**config.mk**
```make
export PLATFORM = sky130hd
export DESIGN_NAME = pit_channel
export DESIGN_NICKNAME = d
export VERILOG_FILES = /design/src/rtl/pit_pkg.sv /design/src/rtl/pit_mode_norm.sv /design/src/rtl/pit_step_dec.sv /design/src/rtl/pit_gate_edge.sv /design/src/rtl/pit_channel.sv
export SDC_FILE = /design/constraint.sdc
export NUM_CORES = 1
export LEC_CHECK = 0
export BUFFER_PORTS_ARGS = -buffer_cell sky130_fd_sc_hd__buf_4
export CAP_MARGIN = 20
export CORE_ASPECT_RATIO = 0.75
export CORE_MARGIN = 4
export CORE_UTILIZATION = 60
export DETAILED_ROUTE_END_ITERATION = 6
export PLACE_DENSITY = 0.82
export SLEW_MARGIN = 20
export SYNTH_ARGS = -nofsm -noshare
export SYNTH_HDL_FRONTEND = slang
export SYNTH_SLANG_ARGS = --single-unit
```
**constraint.sdc**
```tcl
create_clock -name clk -period 3.55 [get_ports clk]
set_input_delay 0.1775 -clock clk [delete_from_list [all_inputs] [get_ports clk]]
set_output_delay 0.1775 -clock clk [all_outputs]
set_load 0.1 [all_outputs]
```
**src/rtl/pit_pkg.sv**
```systemverilog
package pit_pkg;
  typedef enum logic [2:0] {
    PM_TIMEOUT  = 3'd0,
    PM_TRIG_ONE = 3'd1,
    PM_RATE     = 3'd2,
    PM_SQUARE   = 3'd3,
    PM_SW_STRB  = 3'd4,
    PM_HW_STRB  = 3'd5
  } pit_mode_e;
endpackage

```
**src/rtl/pit_mode_norm.sv**
```systemverilog
module pit_mode_norm
  import pit_pkg::*;
(
  input  logic [2:0] sel,
  output pit_mode_e  mode
);
  // codes 6 and 7 fold onto the rate and square behaviours
  always_comb begin
    case (sel)
      3'd6:    mode = PM_RATE;
      3'd7:    mode = PM_SQUARE;
      default: mode = pit_mode_e'(sel);
    endcase
  end
endmodule

```
**src/rtl/pit_step_dec.sv**
```systemverilog
module pit_step_dec #(
  parameter int CW = 16
) (
  input  logic [CW-1:0] val,
  input  logic          bcd,
  input  logic          two,
  output logic [CW-1:0] res
);
  localparam int NDIG = CW / 4;

  logic [CW-1:0] bin_res;
  logic [CW-1:0] bcd_res;

  assign bin_res = val - {{(CW-2){1'b0}}, two, ~two};

  // digit-serial decimal subtract; the borrow is the sign bit of each digit
  for (genvar i = 0; i < NDIG; i++) begin : g_dig
    logic [4:0] d;
    logic [4:0] s;
    logic [4:0] diff;
    assign d = {1'b0, val[4*i +: 4]};
    if (i == 0) begin : g_lsd
      assign s = {3'b000, two, ~two};
    end else begin : g_up
      assign s = {4'b0000, g_dig[i-1].diff[4]};
    end
    assign diff = d - s;
    assign bcd_res[4*i +: 4] = diff[4] ? (diff[3:0] + 4'd10) : diff[3:0];
  end

  assign res = bcd ? bcd_res : bin_res;
endmodule

```
**src/rtl/pit_gate_edge.sv**
```systemverilog
module pit_gate_edge (
  input  logic clk,
  input  logic rst_n,
  input  logic gate,
  input  logic consume,
  input  logic clear,
  output logic trig
);
  logic gate_q;
  logic pend_q;
  logic pend_n;

  assign trig = pend_q | (gate & ~gate_q);

  always_comb begin
    pend_n = trig;
    if (consume || clear) pend_n = 1'b0;
  end

  always_ff @(posedge clk or negedge rst_n) begin
    if (!rst_n) begin
      gate_q <= 1'b0;
      pend_q <= 1'b0;
    end else begin
      gate_q <= gate;
      pend_q <= pend_n;
    end
  end

  // an unconsumed rising edge must remain visible on the next cycle
  assert_edge_held_R2: assert property (@(posedge clk) disable iff (!rst_n)
    (gate && !gate_q && !consume && !clear) |=> trig);
endmodule

```
**src/rtl/pit_channel.sv**
```systemverilog
module pit_channel
  import pit_pkg::*;
#(
  parameter int CW = 16
) (
  input  logic          clk,
  input  logic          rst_n,
  input  logic          tick,
  input  logic          gate,
  input  logic          mode_wr,
  input  logic [2:0]    mode_sel,
  input  logic          bcd_sel,
  input  logic          cnt_wr,
  input  logic [CW-1:0] cnt_val,
  output logic [CW-1:0] count,
  output logic          out,
  output logic          loaded
);
  localparam logic [CW-1:0] C_ONE = CW'(1);
  localparam logic [CW-1:0] C_TWO = CW'(2);

  // reset: asserted asynchronously, released on the clock
  logic [1:0] rs_q;
  logic       rst_s_n;
  always_ff @(posedge clk or negedge rst_n) begin
    if (!rst_n) rs_q <= 2'b00;
    else        rs_q <= {rs_q[0], 1'b1};
  end
  assign rst_s_n = rs_q[1];

  pit_mode_e     mode_q, mode_n, mode_in;
  logic          bcd_q, bcd_n;
  logic [CW-1:0] rl_q, rl_n;
  logic [CW-1:0] cnt_q, cnt_n;
  logic          out_q, out_n;
  logic          ld_q, ld_n;
  logic          have_q, have_n;
  logic          pend_q, pend_n;
  logic          done_q, done_n;
  logic [CW-1:0] dec1, dec2, rl_even;
  logic          trig, run_tick, last_sq;

  assign run_tick = tick && !mode_wr && !cnt_wr;
  assign rl_even  = {rl_q[CW-1:1], 1'b0};

  pit_mode_norm u_norm (.sel(mode_sel), .mode(mode_in));

  pit_gate_edge u_edge (
    .clk(clk), .rst_n(rst_s_n), .gate(gate),
    .consume(run_tick), .clear(mode_wr), .trig(trig)
  );

  pit_step_dec #(.CW(CW)) u_dec1 (.val(cnt_q), .bcd(bcd_q), .two(1'b0), .res(dec1));
  pit_step_dec #(.CW(CW)) u_dec2 (.val(cnt_q), .bcd(bcd_q), .two(1'b1), .res(dec2));

  // odd square-wave counts spend one extra tick in the high half
  assign last_sq = (rl_q[0] && out_q) ? (cnt_q == '0) : (cnt_q == C_TWO);

  always_comb begin
    mode_n = mode_q;
    bcd_n  = bcd_q;
    rl_n   = rl_q;
    cnt_n  = cnt_q;
    out_n  = out_q;
    ld_n   = ld_q;
    have_n = have_q;
    pend_n = pend_q;
    done_n = done_q;
    if (mode_wr) begin
      mode_n = mode_in;
      bcd_n  = bcd_sel;
      out_n  = (mode_in != PM_TIMEOUT);
      ld_n   = 1'b0;
      have_n = 1'b0;
      pend_n = 1'b0;
      done_n = 1'b0;
    end else if (cnt_wr) begin
      rl_n   = cnt_val;
      have_n = 1'b1;
      if (mode_q == PM_TIMEOUT) out_n = 1'b0;
      if (mode_q == PM_TIMEOUT || mode_q == PM_SW_STRB ||
          ((mode_q == PM_RATE || mode_q == PM_SQUARE) && !ld_q))
        pend_n = 1'b1;
    end else if (tick) begin
      case (mode_q)
        PM_TIMEOUT: begin
          if (pend_q) begin
            cnt_n = rl_q; pend_n = 1'b0; ld_n = 1'b1; out_n = 1'b0;
          end else if (ld_q && gate) begin
            cnt_n = dec1;
            if (cnt_q == C_ONE) out_n = 1'b1;
          end
        end
        PM_TRIG_ONE: begin
          if (trig && have_q) begin
            cnt_n = rl_q; ld_n = 1'b1; out_n = 1'b0;
          end else if (ld_q) begin
            cnt_n = dec1;
            if (cnt_q == C_ONE) out_n = 1'b1;
          end
        end
        PM_RATE: begin
          if (pend_q) begin
            cnt_n = rl_q; pend_n = 1'b0; ld_n = 1'b1; out_n = 1'b1;
          end else if (ld_q && gate) begin
            if (cnt_q == C_ONE) begin
              cnt_n = rl_q; out_n = 1'b1;
            end else begin
              cnt_n = dec1;
              if (cnt_q == C_TWO) out_n = 1'b0;
            end
          end
        end
        PM_SQUARE: begin
          if (pend_q) begin
            cnt_n = rl_even; pend_n = 1'b0; ld_n = 1'b1; out_n = 1'b1;
          end else if (ld_q && gate) begin
            if (last_sq) begin
              cnt_n = rl_even; out_n = !out_q;
            end else begin
              cnt_n = dec2;
            end
          end
        end
        PM_SW_STRB: begin
          if (pend_q) begin
            cnt_n = rl_q; pend_n = 1'b0; ld_n = 1'b1; out_n = 1'b1; done_n = 1'b0;
          end else if (ld_q) begin
            if (!out_q) out_n = 1'b1;
            if (gate) begin
              cnt_n = dec1;
              if (cnt_q == C_ONE && !done_q) begin
                out_n = 1'b0; done_n = 1'b1;
              end
            end
          end
        end
        default: begin
          if (trig && have_q) begin
            cnt_n = rl_q; ld_n = 1'b1; out_n = 1'b1; done_n = 1'b0;
          end else if (ld_q) begin
            if (!out_q) out_n = 1'b1;
            cnt_n = dec1;
            if (cnt_q == C_ONE && !done_q) begin
              out_n = 1'b0; done_n = 1'b1;
            end
          end
        end
      endcase
    end
    if (!mode_wr && !gate && (mode_q == PM_RATE || mode_q == PM_SQUARE))
      out_n = 1'b1;
  end

  always_ff @(posedge clk or negedge rst_s_n) begin
    if (!rst_s_n) begin
      mode_q <= PM_TIMEOUT;
      bcd_q  <= 1'b0;
      rl_q   <= '0;
      cnt_q  <= '0;
      out_q  <= 1'b0;
      ld_q   <= 1'b0;
      have_q <= 1'b0;
      pend_q <= 1'b0;
      done_q <= 1'b0;
    end else begin
      mode_q <= mode_n;
      bcd_q  <= bcd_n;
      rl_q   <= rl_n;
      cnt_q  <= cnt_n;
      out_q  <= out_n;
      ld_q   <= ld_n;
      have_q <= have_n;
      pend_q <= pend_n;
      done_q <= done_n;
    end
  end

  assign count  = cnt_q;
  assign out    = out_q;
  assign loaded = ld_q;

  assert_timeout_stays_high_R1: assert property (@(posedge clk) disable iff (!rst_s_n)
    (mode_q == PM_TIMEOUT && out_q && !mode_wr && !cnt_wr) |=> out_q);

  assert_rate_low_at_one_R3: assert property (@(posedge clk) disable iff (!rst_s_n)
    (mode_q == PM_RATE && ld_q && !pend_q && gate && tick && !mode_wr && !cnt_wr &&
     cnt_q == C_TWO) |=> !out_q);

  assert_gate_forces_high_R3: assert property (@(posedge clk) disable iff (!rst_s_n)
    ((mode_q == PM_RATE || mode_q == PM_SQUARE) && !gate && !mode_wr) |=> out_q);

  assert_loaded_clear_R11: assert property (@(posedge clk) disable iff (!rst_s_n)
    mode_wr |=> !ld_q);

  assert_count_hold_R12: assert property (@(posedge clk) disable iff (!rst_s_n)
    (!tick && !mode_wr && !cnt_wr) |=> $stable(cnt_q));
endmodule

```
==> results of run 1 <==
[layer usage]
| layer | global-route usage, % | wire length, µm | share of wire (%) | vias to the layer above |
|---|---|---|---|---|
| met5 | 0 | 0 | 0 | - |
| met4 | 8.52 | 366 | 2.7 | 0 |
| met3 | 9.29 | 1640 | 12 | 48 |
| met2 | 49.3 | 5790 | 43 | 306 |
| met1 | 45.2 | 5760 | 42 | 2104 |
| li1 | - | - | - | 2041 |
[cells in the final DEF (no fill, tap or decap), types with 4 or more instances in the layout]
cell type   n
a32oi_1     7
inv_1      26
a21oi_1    30
o31ai_1     4
mux2i_1     4
nand4_1     8
nor4_1      4
o21ai_0    29
and3_1      9
nor2_1     34
nand2_1    55
dfrtp_1    38
nor2b_1     6
nor3b_1     5
ha_4       11
a31oi_1    14
nand3b_1    4
mux2_2     14
clkbuf_8    5
buf_4      90
nor3_1     17
xnor2_1    22
xor2_1     14
dfrtp_4     5
o211ai_1   12
ha_1       11
nand2b_1    9
nand3_1    12
inv_4       4
[state kept, by name, indices dropped and copies added, names as in the netlist]
name and count:
rl_q 16, pend_q 1, done_q 1, out 1
mode_q 3, loaded 1, count 16, u_edge.pend_q 1
rs_q 2, bcd_q 1, u_edge.gate_q 1, have_q 1
[critical path, cell delays in order, from the launching register on]
cell	delay, ps
dfrtp_4	510
inv_4	70
ha_4	130
nor3b_4	220
ha_4	180
ha_4	140
inv_4	40
nor2_4	140
ha_4	170
ha_4	140
inv_4	40
nor3_4	120
ha_2	220
ha_4	140
xor2_1	140
ha_1	260
o211ai_1	170
a21oi_1	90
a31o_2	220
a221oi_2	260
a21oi_2	90
[how the worst max path moves through the flow]
stage / cells after the start / to
final: 20 / count[14]$_DFFE_PN0P_
after global routing: 20 / count[14]$_DFFE_PN0P_
after CTS: 20 / count[14]$_DFFE_PN0P_
after detailed placement: 18 / count[15]$_DFFE_PN0P_
after global placement: 20 / count[14]$_DFFE_PN0P_
after floorplan: 20 / count[14]$_DFFE_PN0P_
[power by group through the flow]
stage,Combinational (mW),Clock [mW],Sequential [mW]
6_report,2.73,0.425,0.864
5_1_grt,2.91,0.457,0.881
4_1_cts,2.66,0.428,0.853
3_5_place_dp,2.60,0,0.862
3_3_place_gp,2.52,0,0.848
2_1_floorplan,1.34,0,1.47
[kinds of logic after synthesis]
group | Yosys count | synth area share, %
AO/OA/AOI/OAI | 136 | 21.9
buffers and inverters | 66 | 6.95
adder cells (fa/ha/maj) | 25 | 7.34
flip-flops | 45 | 26.4
multiplexers | 18 | 4.64
XOR/XNOR | 36 | 7.39
other | 1 | 0.0879
AND/OR/NAND/NOR | 198 | 25.2
[area by class of cell]
type                            instances  share of cell area, %
Clock buffer                            5                   1.30
Clock inverter                          3                  0.922
Inverter                               30                   2.32
Multi-Input combinational cell        414                   58.3
Sequential cell                        45                   21.7
Tap cell                               98                   2.32
Timing Repair Buffer                   92                   13.2
[what timing repair did]
item                                    CTS  global route
pin swaps                                13            10
endpoints found under the setup margin    3             4
hold buffers                              1             0
endpoints found under the hold margin     2             0
resized for setup                         7            11
setup buffers                             7             8
==> impl_metrics.ini, run 1 <==
[status]
status = finished with violations
violations = setup timing

[routing]
drc_errors = 0
ant_nets = 0
drt_iter0_drc = 591
vias = 4499
totalWireLength_um = 13600
drt_first_pass_iters = 6
wl_per_cell_um = 19.7
vias_per_cell = 6.55

[timing]
finalHoldViolations = 0
hold-worst-slack_ps = 48.9
finalSetupViolations = 2
rsz0062_at_grt = yes
postLayoutSetupSlackWorst_ps = -80.9
worst_slew_pin_slew_ps = 946
fin_crit_ps = 3630
min_period_over_period_pct = 102
skew_ps = 19.1
final.setup.tns_ps = -94.1
slew_violations = 0
max_freq_mhz = 275
relSlewSlack_pct = 36.9

[min_path]
hold_class = input port to flop
min_delay_path_depth = 3
worstHoldEndpoint = bcd_q$_DFFE_PN0P_
hold_start = bcd_sel

[placement]
placed_cell_area_um2 = 4950
portBuffers = 43
dp_slack_ps = -122
gp_congestion = 0.946
dp.cells = 664
dp_hpwl_um = 9720

[layout]
design_area_um2 = 5300
syn2layout_area_growth_pct = 24.2
nets = 639
regArea_um2 = 1150
drive_gt1_share_pct = 29.2
num-fill-cells = 482
fin_util_pct = 77.1
stdcell_count = 687
multi_input_area_um2 = 3090
diodes = 0

[floorplan]
die_height_um = 81.0
initial_core_util_pct = 62.1
chipWidth_um = 105
rows = 26
ioPinCount = 44
core_area_um2 = 6860
die-area_um2 = 8530

[synth]
synth_cell_types = 73
synth_nets = 576
synth_most_common_cell = nand2_1
yosysSeqAreaShare_pct = 26.4
syn-mean-instance-area_um2 = 8.12
synth-edff-count = 0
synth_top_area_share_pct = 26.4
synthCells = 525
netlist_area_um2 = 4260
synth_largest_area_cell = dfrtp_1
synth.yosys.warnings = 0
yosys_most_used_dff = dfrtp_1
synthTopCellsByCount = 55 x nand2_1, 45 x dfrtp_1, 35 x nor2_1, 31 x a21oi_1
synth_area_leaders = dfrtp_1 26%, ha_1 7.3%, nand2_1 4.8%, xnor2_1 4.5%, mux2_2 3.7%
async_flop_share_pct = 100
ys_ff_latch = 45

[pwr]
netSwitchingFraction_pct = 55.9
switchingPower_mw = 2.25
pwr-share-comb_pct = 67.9
powerDensity_nw_per_um2 = 759
leakage_nw = 2.18
vdd_drop_max_mv = 0.449
power_mw = 4.02
p_seq_share_pct = 21.5
p_clk_share_pct = 10.6
p_int_mw = 1.77

[clock_network]
cts_num_sinks = 45
cts_root_buf = clkbuf_8
numCtsBuffers = 5
clkLatencyLatePin_ps = 320
cts_tree = done
clock_path_buffers = 2
clkTransAtPathRegs_ps = 110
cts-htree-levels = 2

[worst_setup_path]
start_kind = flop
rrSetupSlack_ps = -80
crit_required_ps = 3760
r2r-start = count[1]$_DFFE_PN0P_
worstSetupStartpoint = count[1]$_DFFE_PN0P_
cp.arrival_ps = 3840
reg2reg_to = count[14]$_DFFE_PN0P_
crit_path_end_kind = flop
path_max_fanout = 2
path_class = flop to flop
reg2reg_depth = 20

[job]
drv_cap = 0

[grt]
grt_pass1_vias = 4256
grt-ovfl-total = 0
grt_pass1_wl_um = 21700
grtUsageTotal_pct = 32.3
grt_max_degree = 44
antenna_found_initial = 0
Power figures use the tool's default switching activity.
==> inputs of run 2 (changes only) <==
--- a/config.mk
+++ b/config.mk
@@ -9,9 +9,9 @@
 export CAP_MARGIN = 20
 export CORE_ASPECT_RATIO = 0.75
 export CORE_MARGIN = 4
-export CORE_UTILIZATION = 60
+export CORE_UTILIZATION = 55
 export DETAILED_ROUTE_END_ITERATION = 6
-export PLACE_DENSITY = 0.82
+export PLACE_DENSITY = 0.79
 export SLEW_MARGIN = 20
 export SYNTH_ARGS = -nofsm -noshare
 export SYNTH_HDL_FRONTEND = slang
==> constraint.sdc (replaced) <==
create_clock -name clk -period 3.2 [get_ports clk]
set_input_delay 0.16 -clock clk [delete_from_list [all_inputs] [get_ports clk]]
set_output_delay 0.16 -clock clk [all_outputs]
set_load 0.1 [all_outputs]
==> run 2 against run 1 <==
Against the previous run:
- maximum frequency grew 0.29%
- wire length is 0.58% lower
- clock skew down 13 ps
- the run still ends with setup timing left
- cell count is 1.6% higher
- sequential share of layout area down 0.30 points
- die area grew 8.3%
- register-to-register slack got worse by 340 ps
- highest routed layer unchanged
- hold slack got worse by 19 ps
- critical path type unchanged
- via count fell by 2.0%
==> impl_metrics.ini, run 2 (synthesis gave the netlist of run 1 again) <==
[timing]
hold-worst-slack_ps = 30.2
relSlewSlack_pct = 35.5
postLayoutSetupSlackWorst_ps = -420
finalSetupViolations = 5
worst_slew_pin_slew_ps = 968
finalHoldViolations = 0
max_freq_mhz = 276
final.setup.tns_ps = -1440
fin_crit_ps = 3620
rsz0062_at_grt = yes
min_period_over_period_pct = 113
skew_ps = 6.40
slew_violations = 0

[pwr]
leakage_nw = 2.23
p_int_mw = 2.04
powerDensity_nw_per_um2 = 842
netSwitchingFraction_pct = 54.9
switchingPower_mw = 2.48
pwr-share-comb_pct = 67.8
vdd_drop_max_mv = 0.590
p_clk_share_pct = 10.9
p_seq_share_pct = 21.3

[worst_setup_path]
worst_path_most_repeated_cell = ha_4
cp_slowest_stage_delay_ps = 500
cpMaxStageDelayCell = dfrtp_4
crit_path_end_kind = flop
path_max_fanout = 5
path_cells = buf_4 > buf_6 > nor3_4 > ha_4 > ha_4 > nor3b_4 > ha_2 > ha_4 > and2_4 > ha_4 > ha_4 > xor2_1 > ha_2 > nor2_1 > nor3_1 > o41ai_1 > a21oi_1
crit_required_ps = 3400
path_class = flop to flop
cp_top_family = adder cells
critPathBufInv = 2
start_kind = flop
cp.arrival_ps = 3820

[routing]
drt_first_pass_iters = 5
drc_errors = 0
ant_nets = 0
vias = 4407
wl_per_cell_um = 19.3
totalWireLength_um = 13500
vias_per_cell = 6.31
drt_iter0_drc = 485

[layout]
mostFrequentLayoutCells = 97 x buf_4, 55 x nand2_1, 38 x dfrtp_1, 33 x nor2_1, 31 x a21oi_1
syn2layout_area_growth_pct = 25.9
nets = 647
drive_gt1_share_pct = 30.2
num-fill-cells = 561
regArea_um2 = 1150
design_area_um2 = 5370
multi_input_area_um2 = 3090
stdcell_count = 698
layout_commonest_cell = buf_4
diodes = 0

[floorplan]
die_height_um = 84.3
ioPinCount = 44
core_area_um2 = 7430
initial_core_util_pct = 57.4
chipWidth_um = 110
die-area_um2 = 9240
rows = 27

[clock_network]
cts_root_buf = clkbuf_8
numCtsBuffers = 5
cts_num_sinks = 45
cts-htree-levels = 2
clkTransAtPathRegs_ps = 100
clkLatencyLatePin_ps = 320
clock_path_buffers = 2
cts_tree = done

[grt]
grt-ovfl-total = 0
grt_pass1_vias = 4219
antenna_found_initial = 0
grt_max_degree = 44
grtUsageTotal_pct = 30.0
grt_pass1_wl_um = 21900

[min_path]
hold_class = input port to flop

[placement]
portBuffers = 43
dp_slack_ps = -387
dp_hpwl_um = 9750
dp.cells = 675
gp_congestion = 0.948
placed_cell_area_um2 = 5020

[status]
status = finished with violations
violations = setup timing

[job]
drv_cap = 0
[run 2: changes by cell type in the layout (fill, tap and decap cells not counted), sizes merged]
cell	change
clkinvlp	-1
buf	+8
clkbuf	+1
[run 2: through the flow]
| stage | power (mW) | utilization, % |
|---|---|---|
| after global placement | 3.79 | 67.5 |
| after floorplan | 3.12 | - |
| after detailed placement | 3.86 | 67.5 |
| after CTS | 4.42 | 71.0 |
| final | 4.52 | 72.2 |
| after global routing | 4.80 | 72.2 |
[run 2: cell type report]
| type | instances | area share (%) |
|---|---|---|
| Clock buffer | 6 | 1.54 |
| Timing Repair Buffer | 100 | 14.2 |
| Clock inverter | 2 | 0.769 |
| Inverter | 30 | 2.28 |
| Sequential cell | 45 | 21.4 |
| Tap cell | 101 | 2.35 |
| Multi-Input combinational cell | 414 | 57.5 |
[run 2: per-layer routing]
layer	GRT usage, %	up-vias	part of all wire, %
li1	-	2065	-
met2	42.5	263	41
met3	10.1	22	13
met1	44.3	2057	44
met5	0	-	0
met4	6.00	0	1.1
[run 2: final timing paths]
kind / start / end / slack [ps] / cells past startpoint
setup / recovery: count[1]$_DFFE_PN0P_ / count[14]$_DFFE_PN0P_ / -420 / 17
hold / removal: mode_sel[1] / mode_q[2]$_DFFE_PN0P_ / 30 / 2
hold reg to reg: rs_q[0]$_DFF_PN0_ / rs_q[1]$_DFF_PN0_ / 360 / 0
setup reg to reg: count[1]$_DFFE_PN0P_ / count[14]$_DFFE_PN0P_ / -420 / 17
min in group asynchronous: rst_n / rs_q[1]$_DFF_PN0_ / 140 / 2
max in group asynchronous: rs_q[1]$_DFF_PN0_ / count[4]$_DFFE_PN0P_ / 2060 / 0
[run 2: power by group through the flow]
stage / Combinational (mW) / Clock (mW) / Sequential [mW]
CTS: 2.98 / 0.492 / 0.951
global placement: 2.84 / 0 / 0.952
global route: 3.29 / 0.525 / 0.986
detailed placement: 2.90 / 0 / 0.960
finish: 3.07 / 0.492 / 0.963
floorplan: 1.49 / 0 / 1.63
[run 2: repair_timing]
| action | in CTS | in global routing |
|---|---|---|
| gates resized for setup | 9 | 10 |
| buffers inserted | 10 | 4 |
| pin swaps | 12 | 13 |
| endpoints found under the setup margin | 5 | 5 |
| endpoints found under the hold margin | 2 | 0 |
| hold buffers | 1 | 0 |
[run 2: worst register-to-register path, delay by kind of cell, from the launching register on]
family	cells	cell delay, ps
flip-flops	1	500
AND/OR/NAND/NOR	5	730
buffers and inverters	2	260
XOR/XNOR	1	180
AO/OA/AOI/OAI	2	550
adder cells (fa/ha/maj)	7	1280
==> inputs of run 3 (changes only) <==
--- a/config.mk
+++ b/config.mk
@@ -8,7 +8,6 @@
 export BUFFER_PORTS_ARGS = -buffer_cell sky130_fd_sc_hd__buf_4
 export CAP_MARGIN = 20
 export CORE_ASPECT_RATIO = 0.75
-export CORE_MARGIN = 4
 export CORE_UTILIZATION = 55
 export DETAILED_ROUTE_END_ITERATION = 6
 export PLACE_DENSITY = 0.79
==> run 3 against run 2 <==
Against the previous run:
- clock-buffer cell count unchanged
- hold slack about the same
- core utilization decreased by 0.20 points
- sequential share of layout area increased by 0.060 points
- sequential power increased by 2.7%
- largest power group unchanged
- non-clock buffer count increased by 2
- via count increased by 3.7%
- die area decreased by 12%
- the flow still finishes with violations (setup timing)
- final area decreased by 0.28%
- worst setup slack got worse by 64 ps
==> impl_metrics.ini, run 3 (synthesis gave the netlist of run 1 again) <==
[status]
violations = setup timing
status = finished with violations

[worst_setup_path]
rrSetupSlack_ps = -480
crit_required_ps = 3400
path_cells = inv_4 > ha_4 > nor3b_4 > ha_2 > ha_4 > inv_4 > nor2_4 > ha_4 > ha_4 > inv_4 > nor3_4 > ha_4 > ha_4 > xor2_2 > ha_1 > o211ai_1 > a21oi_1 > a31o_2 > a221oi_2 > a21oi_1
r2r-start = count[1]$_DFFE_PN0P_
reg2reg_depth = 20
cp.arrival_ps = 3880
cpMaxStageDelayCell = dfrtp_4
path_class = flop to flop
cp_slowest_stage_delay_ps = 510
reg2reg_to = count[14]$_DFFE_PN0P_
crit_path_end_kind = flop
worst_path_most_repeated_cell = ha_4
path_max_fanout = 2
start_kind = flop

[layout]
multi_input_area_um2 = 3090
nets = 649
num-fill-cells = 577
layout_commonest_cell = buf_4
regArea_um2 = 1150
stdcell_count = 700
mostFrequentLayoutCells = 97 x buf_4, 55 x nand2_1, 38 x dfrtp_1, 34 x nor2_1, 31 x a21oi_1
design_area_um2 = 5350
diodes = 0
drive_gt1_share_pct = 30.4
fin_util_pct = 72.0
syn2layout_area_growth_pct = 25.6

[grt]
grt_max_degree = 44
grt_pass1_wl_um = 21800
antenna_found_initial = 0
grt-ovfl-total = 0
grtUsageTotal_pct = 34.0
grt_pass1_vias = 4084

[floorplan]
chipWidth_um = 104
initial_core_util_pct = 57.4
core_area_um2 = 7430
die-area_um2 = 8110
ioPinCount = 44
rows = 27
die_height_um = 78.3

[clock_network]
cts_root_buf = clkbuf_8
cts-htree-levels = 2
cts_tree = done
cts_num_sinks = 45
clock_path_buffers = 2
clkTransAtPathRegs_ps = 110
clkLatencyLatePin_ps = 330
numCtsBuffers = 5

[placement]
gp_congestion = 1.00
dp_slack_ps = -451
portBuffers = 43
placed_cell_area_um2 = 4990
dp.cells = 672
dp_hpwl_um = 9920

[routing]
drt_iter0_drc = 598
vias = 4572
drc_errors = 0
ant_nets = 0
drt_first_pass_iters = 7
wl_per_cell_um = 20.2
totalWireLength_um = 14100
vias_per_cell = 6.53

[timing]
fin_crit_ps = 3680
max_freq_mhz = 271
skew_ps = 18.6
final.setup.tns_ps = -1320
postLayoutSetupSlackWorst_ps = -485
min_period_over_period_pct = 115
worst_slew_pin_slew_ps = 969
finalSetupViolations = 5
slew_violations = 0
finalHoldViolations = 0
relSlewSlack_pct = 35.4
rsz0062_at_grt = yes

[pwr]
powerDensity_nw_per_um2 = 838
leakage_nw = 2.23
vdd_drop_max_mv = 0.669

[min_path]
hold_class = input port to flop
worstHoldEndpoint = mode_q[2]$_DFFE_PN0P_
min_delay_path_depth = 2
hold_start = mode_sel[1]

[job]
drv_cap = 0
[run 3: timing repair]
action / CTS / global route
hold endpoints to repair: 2 / 0
pin swaps: 7 / 16
hold buffers: 1 / 0
buffers inserted: 7 / 14
endpoints found under the setup margin: 5 / 5
resized for setup: 12 / 13
cloned: 0 / 0
[run 3: report_power, final]
group	internal, mW	leakage [nW]	switching [mW]	total [mW]
logic	1.06	1.65	2.06	3.11
clock network	0.157	0.0456	0.230	0.386
registers	0.726	0.533	0.263	0.989
total	1.94	2.23	2.55	4.49
[run 3: worst max-delay path, delay by kind of cell (launching register included)]
family | cells | cell delay, ps
XOR/XNOR | 1 | 130
flip-flops | 1 | 510
adder cells (fa/ha/maj) | 8 | 1400
buffers and inverters | 3 | 150
AND/OR/NAND/NOR | 3 | 510
AO/OA/AOI/OAI | 5 | 850
[run 3: worst max path at each step]
stage	slack [ps]	end	cells after the start	start
5_1_grt	-580	count[15]$_DFFE_PN0P_	21	count[1]$_DFFE_PN0P_
3_3_place_gp	-320	count[14]$_DFFE_PN0P_	20	count[1]$_DFFE_PN0P_
6_report	-480	count[14]$_DFFE_PN0P_	20	count[1]$_DFFE_PN0P_
3_5_place_dp	-450	count[14]$_DFFE_PN0P_	20	count[0]$_DFFE_PN0P_
2_1_floorplan	-630	count[14]$_DFFE_PN0P_	20	count[1]$_DFFE_PN0P_
4_1_cts	-460	count[14]$_DFFE_PN0P_	20	count[1]$_DFFE_PN0P_
[run 3: stage by stage]
step                      hold slack (ps)  power [mW]
after floorplan                      -136        3.12
after global placement              -56.9        3.79
after detailed placement            -54.1        3.87
after CTS                            30.0        4.31
after global routing                 38.8        4.68
final                                30.5        4.49
[run 3: routing by layer]
metal  GRT usage [%]  part of all wire [%]  vias up
li1                -                     -     2054
met1            50.6                    43     2106
met2            48.6                    41      361
met3            9.05                    14       51
met4            7.71                   2.3        0
met5               0                     0        -
[run 3: layout make-up]
cell class	instances	area share, %
repair buffers	102	14.6
well taps	101	2.36
clock buffers	6	1.36
inverters	30	2.29
clock inverters	2	0.257
flip-flops and latches	45	21.4
multi-input cells	414	57.7
